[src/rtl/cts_pkg.sv]
package cts_pkg;

  typedef struct packed {
    logic [2:0] rate;
    logic       x2;
    logic       force_on;
    logic       ca_en;
  } cts_cfg_t;

  // Base turnaround in 0.1 ms units, indexed by the rate code
  function automatic int unsigned base_ticks(input logic [2:0] code);
    case (code)
      3'd0:    base_ticks = 80;
      3'd1:    base_ticks = 40;
      3'd2:    base_ticks = 20;
      3'd3:    base_ticks = 10;
      3'd4:    base_ticks = 8;
      3'd5:    base_ticks = 5;
      3'd6:    base_ticks = 4;
      default: base_ticks = 3;
    endcase
  endfunction

  function automatic int unsigned delay_ticks(input logic [2:0] code,
                                              input logic x2,
                                              input int unsigned scale);
    int unsigned t;
    t = base_ticks(code) * scale;
    delay_ticks = x2 ? (t << 1) : t;
  endfunction

endpackage

[src/rtl/cts_cfg_latch.sv]
module cts_cfg_latch
  import cts_pkg::*;
(
  input  logic     clk_i,
  input  logic     rst_ni,
  input  logic     reload_i,
  input  cts_cfg_t cfg_i,
  output cts_cfg_t cfg_o,
  output logic     valid_o,
  output logic     load_o
);

  cts_cfg_t cfg_q;
  logic     valid_q;

  assign load_o  = !valid_q || reload_i;
  assign cfg_o   = cfg_q;
  assign valid_o = valid_q;

  always_ff @(posedge clk_i or negedge rst_ni) begin
    if (!rst_ni) begin
      cfg_q   <= '0;
      valid_q <= 1'b0;
    end else if (load_o) begin
      cfg_q   <= cfg_i;
      valid_q <= 1'b1;
    end
  end

  // latched word only moves on a capture event
  p_cfg_hold_r10: assert property (@(posedge clk_i) disable iff (!rst_ni)
    (valid_q && !reload_i) |=> $stable(cfg_q));

  // once captured, the word stays valid
  p_valid_sticky_r1: assert property (@(posedge clk_i) disable iff (!rst_ni)
    valid_q |=> valid_q);

endmodule

[src/rtl/cts_delay_timer.sv]
module cts_delay_timer #(
  parameter int unsigned CNT_W = 8
) (
  input  logic             clk_i,
  input  logic             rst_ni,
  input  logic             clear_i,
  input  logic             run_i,
  input  logic             tick_i,
  input  logic [CNT_W-1:0] limit_i,
  output logic             expired_o,
  output logic [CNT_W-1:0] count_o
);

  logic [CNT_W-1:0] cnt_q;
  logic [CNT_W-1:0] cnt_inc;
  logic             exp_q;
  logic             hit;

  assign cnt_inc   = cnt_q + 1'b1;
  assign hit       = (cnt_inc >= limit_i);
  assign expired_o = exp_q;
  assign count_o   = cnt_q;

  always_ff @(posedge clk_i or negedge rst_ni) begin
    if (!rst_ni) begin
      cnt_q <= '0;
      exp_q <= 1'b0;
    end else if (clear_i || !run_i) begin
      cnt_q <= '0;
      exp_q <= 1'b0;
    end else if (tick_i && !exp_q) begin
      cnt_q <= cnt_inc;
      if (hit) exp_q <= 1'b1;
    end
  end

  // count never passes the programmed delay
  p_cnt_bound_r5: assert property (@(posedge clk_i) disable iff (!rst_ni)
    count_o <= limit_i);

  // expiry only follows a sampled tick
  p_expire_on_tick_r5: assert property (@(posedge clk_i) disable iff (!rst_ni)
    $rose(expired_o) |-> $past(tick_i));

  // losing the condition clears the count
  p_restart_r6: assert property (@(posedge clk_i) disable iff (!rst_ni)
    !run_i |=> (count_o == '0 && !expired_o));

endmodule

[src/rtl/cts_out_stage.sv]
module cts_out_stage
  import cts_pkg::*;
(
  input  logic     clk_i,
  input  logic     rst_ni,
  input  logic     hold_i,
  input  logic     valid_i,
  input  cts_cfg_t cfg_i,
  input  logic     rts_i,
  input  logic     dcd_i,
  input  logic     expired_i,
  output logic     run_o,
  output logic     cts_o
);

  logic carrier_ok;
  logic forced_q;

  assign carrier_ok = !cfg_i.ca_en || dcd_i;
  assign run_o      = valid_i && !cfg_i.force_on && rts_i && carrier_ok;

  always_ff @(posedge clk_i or negedge rst_ni) begin
    if (!rst_ni) forced_q <= 1'b0;
    else         forced_q <= !hold_i && cfg_i.force_on && carrier_ok;
  end

  assign cts_o = forced_q || expired_i;

  // carrier loss under circuit assurance removes CTS
  p_ca_gate_r8: assert property (@(posedge clk_i) disable iff (!rst_ni)
    (valid_i && cfg_i.ca_en && !dcd_i) |=> !cts_o);

  // request drop removes CTS when not forced
  p_rts_gate_r6: assert property (@(posedge clk_i) disable iff (!rst_ni)
    (valid_i && !cfg_i.force_on && !rts_i) |=> !cts_o);

endmodule

[src/rtl/cts_handshake_ctrl.sv]
module cts_handshake_ctrl
  import cts_pkg::*;
#(
  parameter int unsigned DLY_SCALE = 1
) (
  input  logic       clk_i,
  input  logic       rst_ni,
  input  logic       reload_req_i,
  input  logic       tick_i,
  input  logic       rts_i,
  input  logic       dcd_i,
  input  logic [2:0] rate_sel_i,
  input  logic       dly_x2_i,
  input  logic       cts_force_i,
  input  logic       ca_en_i,
  output logic       cts_o,
  output logic       cfg_valid_o,
  output logic [2:0] cfg_rate_o,
  output logic       cfg_x2_o,
  output logic       cfg_force_o,
  output logic       cfg_ca_o
);

  localparam int unsigned MAX_TICKS = 160 * DLY_SCALE;
  localparam int unsigned CNT_W     = $clog2(MAX_TICKS + 1);

  cts_cfg_t         cfg_pins;
  cts_cfg_t         cfg_q;
  logic             cfg_valid;
  logic             cfg_load;
  logic             hold_off;
  logic             run;
  logic             expired;
  logic [CNT_W-1:0] limit;
  logic [CNT_W-1:0] count;

  assign cfg_pins = '{rate: rate_sel_i, x2: dly_x2_i,
                      force_on: cts_force_i, ca_en: ca_en_i};
  assign hold_off = cfg_load;
  assign limit    = CNT_W'(delay_ticks(cfg_q.rate, cfg_q.x2, DLY_SCALE));

  cts_cfg_latch u_cfg (
    .clk_i   (clk_i),
    .rst_ni  (rst_ni),
    .reload_i(reload_req_i),
    .cfg_i   (cfg_pins),
    .cfg_o   (cfg_q),
    .valid_o (cfg_valid),
    .load_o  (cfg_load)
  );

  cts_delay_timer #(.CNT_W(CNT_W)) u_timer (
    .clk_i    (clk_i),
    .rst_ni   (rst_ni),
    .clear_i  (hold_off),
    .run_i    (run),
    .tick_i   (tick_i),
    .limit_i  (limit),
    .expired_o(expired),
    .count_o  (count)
  );

  cts_out_stage u_out (
    .clk_i    (clk_i),
    .rst_ni   (rst_ni),
    .hold_i   (hold_off),
    .valid_i  (cfg_valid),
    .cfg_i    (cfg_q),
    .rts_i    (rts_i),
    .dcd_i    (dcd_i),
    .expired_i(expired),
    .run_o    (run),
    .cts_o    (cts_o)
  );

  assign cfg_valid_o = cfg_valid;
  assign cfg_rate_o  = cfg_q.rate;
  assign cfg_x2_o    = cfg_q.x2;
  assign cfg_force_o = cfg_q.force_on;
  assign cfg_ca_o    = cfg_q.ca_en;

  // no CTS before the configuration is latched
  p_off_unlatched_r2: assert property (@(posedge clk_i) disable iff (!rst_ni)
    !cfg_valid_o |-> !cts_o);

  // a reload request drops CTS for a cycle
  p_reload_off_r2: assert property (@(posedge clk_i) disable iff (!rst_ni)
    reload_req_i |=> !cts_o);

  // forced CTS without circuit assurance
  p_force_on_r7: assert property (@(posedge clk_i) disable iff (!rst_ni)
    (cfg_valid_o && !reload_req_i && cfg_force_o && !cfg_ca_o) |=> cts_o);

  // forced CTS follows the carrier detect under circuit assurance
  p_force_ca_r9: assert property (@(posedge clk_i) disable iff (!rst_ni)
    (cfg_valid_o && !reload_req_i && cfg_force_o && cfg_ca_o && dcd_i) |=> cts_o);

endmodule

[config.mk]
export PLATFORM = sky130hd
export DESIGN_NAME = cts_handshake_ctrl
export DESIGN_NICKNAME = d
export VERILOG_FILES = /design/src/rtl/cts_pkg.sv /design/src/rtl/cts_cfg_latch.sv /design/src/rtl/cts_delay_timer.sv /design/src/rtl/cts_out_stage.sv /design/src/rtl/cts_handshake_ctrl.sv
export SDC_FILE = /design/constraint.sdc
export NUM_CORES = 1
export LEC_CHECK = 0
export ABC_AREA = 1
export CORE_ASPECT_RATIO = 0.7
export CORE_MARGIN = 5
export CORE_UTILIZATION = 51
export DETAILED_ROUTE_END_ITERATION = 8
export GPL_TIMING_DRIVEN = 0
export PLACE_DENSITY = 0.9
export REMOVE_ABC_BUFFERS = 1
export SLEW_MARGIN = 25
export SYNTH_ARGS = -nofsm -noshare
export SYNTH_HDL_FRONTEND = slang
export SYNTH_SLANG_ARGS = --single-unit
[constraint.sdc]
create_clock -name clk_i -period 2.1 [get_ports clk_i]
set_input_delay 0.42 -clock clk_i [delete_from_list [all_inputs] [get_ports clk_i]]
set_output_delay 0.42 -clock clk_i [all_outputs]
set_load 0.03 [all_outputs]
==> key figures <==
Worst setup path
  • Worst reg-to-reg path cell count: 10
  • Critical path arrival: ~1.6 ns
  • Crit-path slowest cell: clkdlybuf4s50_1
  • Worst r2r src: u_timer.count_o[0]
  • Reg2reg setup slack: 0.15 ns
  • Worst Path Required: ~1.7 ns
  • Critical path endpoint category: primary output
  • Startpoint Class: flop
  • Worst path depth: 2
  • Crit path cell chain: or2_2, clkdlybuf4s50_1
  • Crit-path max FO: 2
  • CP Buf/Inv Count: 1
  • Type of the worst setup path: flop to primary output
  • Worst r2r dst: u_timer.expired_o
  • CP delay by family, top: buffers and inverters
  • CP peak stage delay: around 0.60 ns

Yosys
  • #FFs+latches synth: 17
  • Register area share after synthesis: a little under two fifths
  • Synth warn: 0
  • Count of cell types in the netlist: 27
  • Synthesized area per cell: 7.87 µm²
  • Netlist area before placement: around 1100 µm²
  • Cells after Synth: 142

GRT
  • Initial antenna violation count: 0
  • Total gr overflow: 0
  • First-pass GRT wire length: about 4300 µm
  • Tot GR Track Use: around 17%
  • Vias in the first global route: slightly above 1000
  • Largest net degree at the start of global routing: 18

Job
  • Max-cap check violation count: 0

CTS
  • CTS sink cnt: 17
  • CTS tree: yes
  • Clock Latency Late Sink: ~0.29 ns
  • H-tree depth: 1
  • Post-CTS Hold Buffers: 0
  • Reg clk slew, reported paths: around 0.10 ns
  • CTS max path bufs: 2
  • CTS buffer count: 3
  • Clock Tree Root: clkbuf_4

Cells and area
  • Post-layout util: 64.5%
  • Layout cells sized above 1: around 13%
  • Area Growth Syn to Fin: 22.4%
  • Cell Count, Final, Fillers Out: 195
  • Inserted Diodes: 0
  • Commonest non-fill, non-tap cell in the layout: nand2_1
  • Most frequent cells in the layout: nand2_1, inv_1, clkdlybuf4s50_1
  • Post-route cell area: 1370 µm²
  • Nets: roughly 190

Hold path
  • Hold worst-path end: u_timer.count_o[0]
  • Worst Hold Depth: 1
  • Hold path startpoint: u_timer.count_o[0]
  • Worst Hold Class: flop to flop

Detailed routing
  • Post-DR vias/cell: a little under 5
  • Routed wire length: between 2000 and 2500 µm
  • DRC violations left: 0
  • Drt pass-1 iters: 4
  • Vias: roughly 970
  • Final ANT Viol Nets: 0
  • Wire per inst: around 12 µm
  • Iteration-0 DRC Markers: 85

Die
  • Row count: 14
  • Initial Util: a little over half
  • Total die area: 3240 µm²
  • Die height: between 40 and 50 µm
  • Die Wd: approximately 66 µm
  • Core Region: between 2000 and 2500 µm²
  • I/O pin count: 20

Power and ir drop
  • Peak supply drop: ~0.00035 V
  • Leak pwr: between 0.6 and 0.7 nW
  • Tot Pwr: roughly 0.69 mW
  • P per Cell Area: around 500 nW/µm²

Timing
  • Max-slew violation count: 0
  • Clk_skew: 0.00399 ns
  • Min Hold Slack: around 0.55 ns
  • Setup ws final: between 0.1 and 0.15 ns
  • Tcrit/Tclk final: between 90% and 100%
  • Total negative slack: 0 ns
  • Fmax: roughly 500 MHz
  • Normalized max-slew margin: between 40 and 50%
  • Final setup fails: 0
  • Worst-Margin Slew: between 0.7 and 0.8 ns
  • Hold Vio Cnt, Final: 0
  • Min Clock Period, post-route: 2.00 ns
  • Setup repair after global routing missed its margin: no

Place
  • Detailed placement HPWL: between 1500 and 2000 µm
  • Port Buffers: 19
  • Inst Count DP: about 190
  • Dpl ws: 0.114 ns
  • Area of placed instances: approximately 1300 µm²
  • Routability cong.: between 0.8 and 0.9

Outcome
  • Status: finished, final reports clean
## cell families after synthesis
logic type / share of synthesized area (%)
muxes: 1.01
xor gates and xnor gates: 3.92
other: 0.336
AOI/OAI and AO/OA: 12.5
DFF: 38.1
adders and majority gates: 10.1
and+or+nand+nor: 25.6
buffers and inverters: 8.40
## how the worst max path moves through the flow
stage | start | end
after CTS | u_timer.count_o[0] | u_timer.expired_o
after floorplan | u_cfg.cfg_o[3] | u_timer.expired_o
after detailed placement | u_timer.count_o[0] | u_timer.expired_o
after global placement | u_timer.count_o[0] | u_timer.expired_o
final | u_timer.expired_o | cts_o
after global routing | u_timer.count_o[0] | u_timer.expired_o
## state kept, by name, indices dropped and copies added (netlist names)
| name | flops |
|---|---|
| u_cfg.cfg_o | 6 |
| u_cfg.valid_o | 1 |
| u_out.forced_q | 1 |
| u_timer.count_o | 8 |
| u_timer.expired_o | 1 |
## power by group
group,switching (mW),leakage [nW],internal [mW],total (mW)
Combinational,0.0938,0.437,0.0685,0.162
Clock,0.100,0.0150,0.0739,0.174
Sequential,0.0150,0.221,0.339,0.354
Total,0.209,0.672,0.481,0.690
## metal layers
layer	part of all wire [%]	vias up	routed length (µm)	global-route usage (%)
li1	-	494	-	-
met1	43	448	1030	20.2
met2	50	27	1180	29.0
met3	6.5	0	153	6.45
met4	0	0	0	3.72
met5	0	-	0	0
## Yosys cell counts, drive strengths merged
cell    number  area, µm²
nor2        18       87.6
nor3         3       20.0
mux2         1       11.3
a22o         2       18.8
xor2         5       43.8
conb         1       3.75
o21ai       12       67.6
nand3        3       25.0
ha           9        113
o22ai        2       12.5
clkbuf       2       7.51
a22oi        1       7.51
dfrtp       17        425
o21a         1       7.51
nand2       36        148
or2          1       6.26
inv         23       86.3
a31oi        1       6.26
a21oi        4       20.0
## area by class of cell
type	count	area, µm²
fill	183	752
multi-input combinational	100	598
sequential	17	427
timing repair buffer	19	190
inverter	23	86.3
tap	32	40.0
clock buffer	4	26.3
## timing repair
| item | CTS | global route |
|---|---|---|
| buffers inserted | 0 | 0 |
| gates resized for setup | 0 | 1 |
| setup endpoints to repair | 0 | 1 |
(Power assumes the default switching activity.)
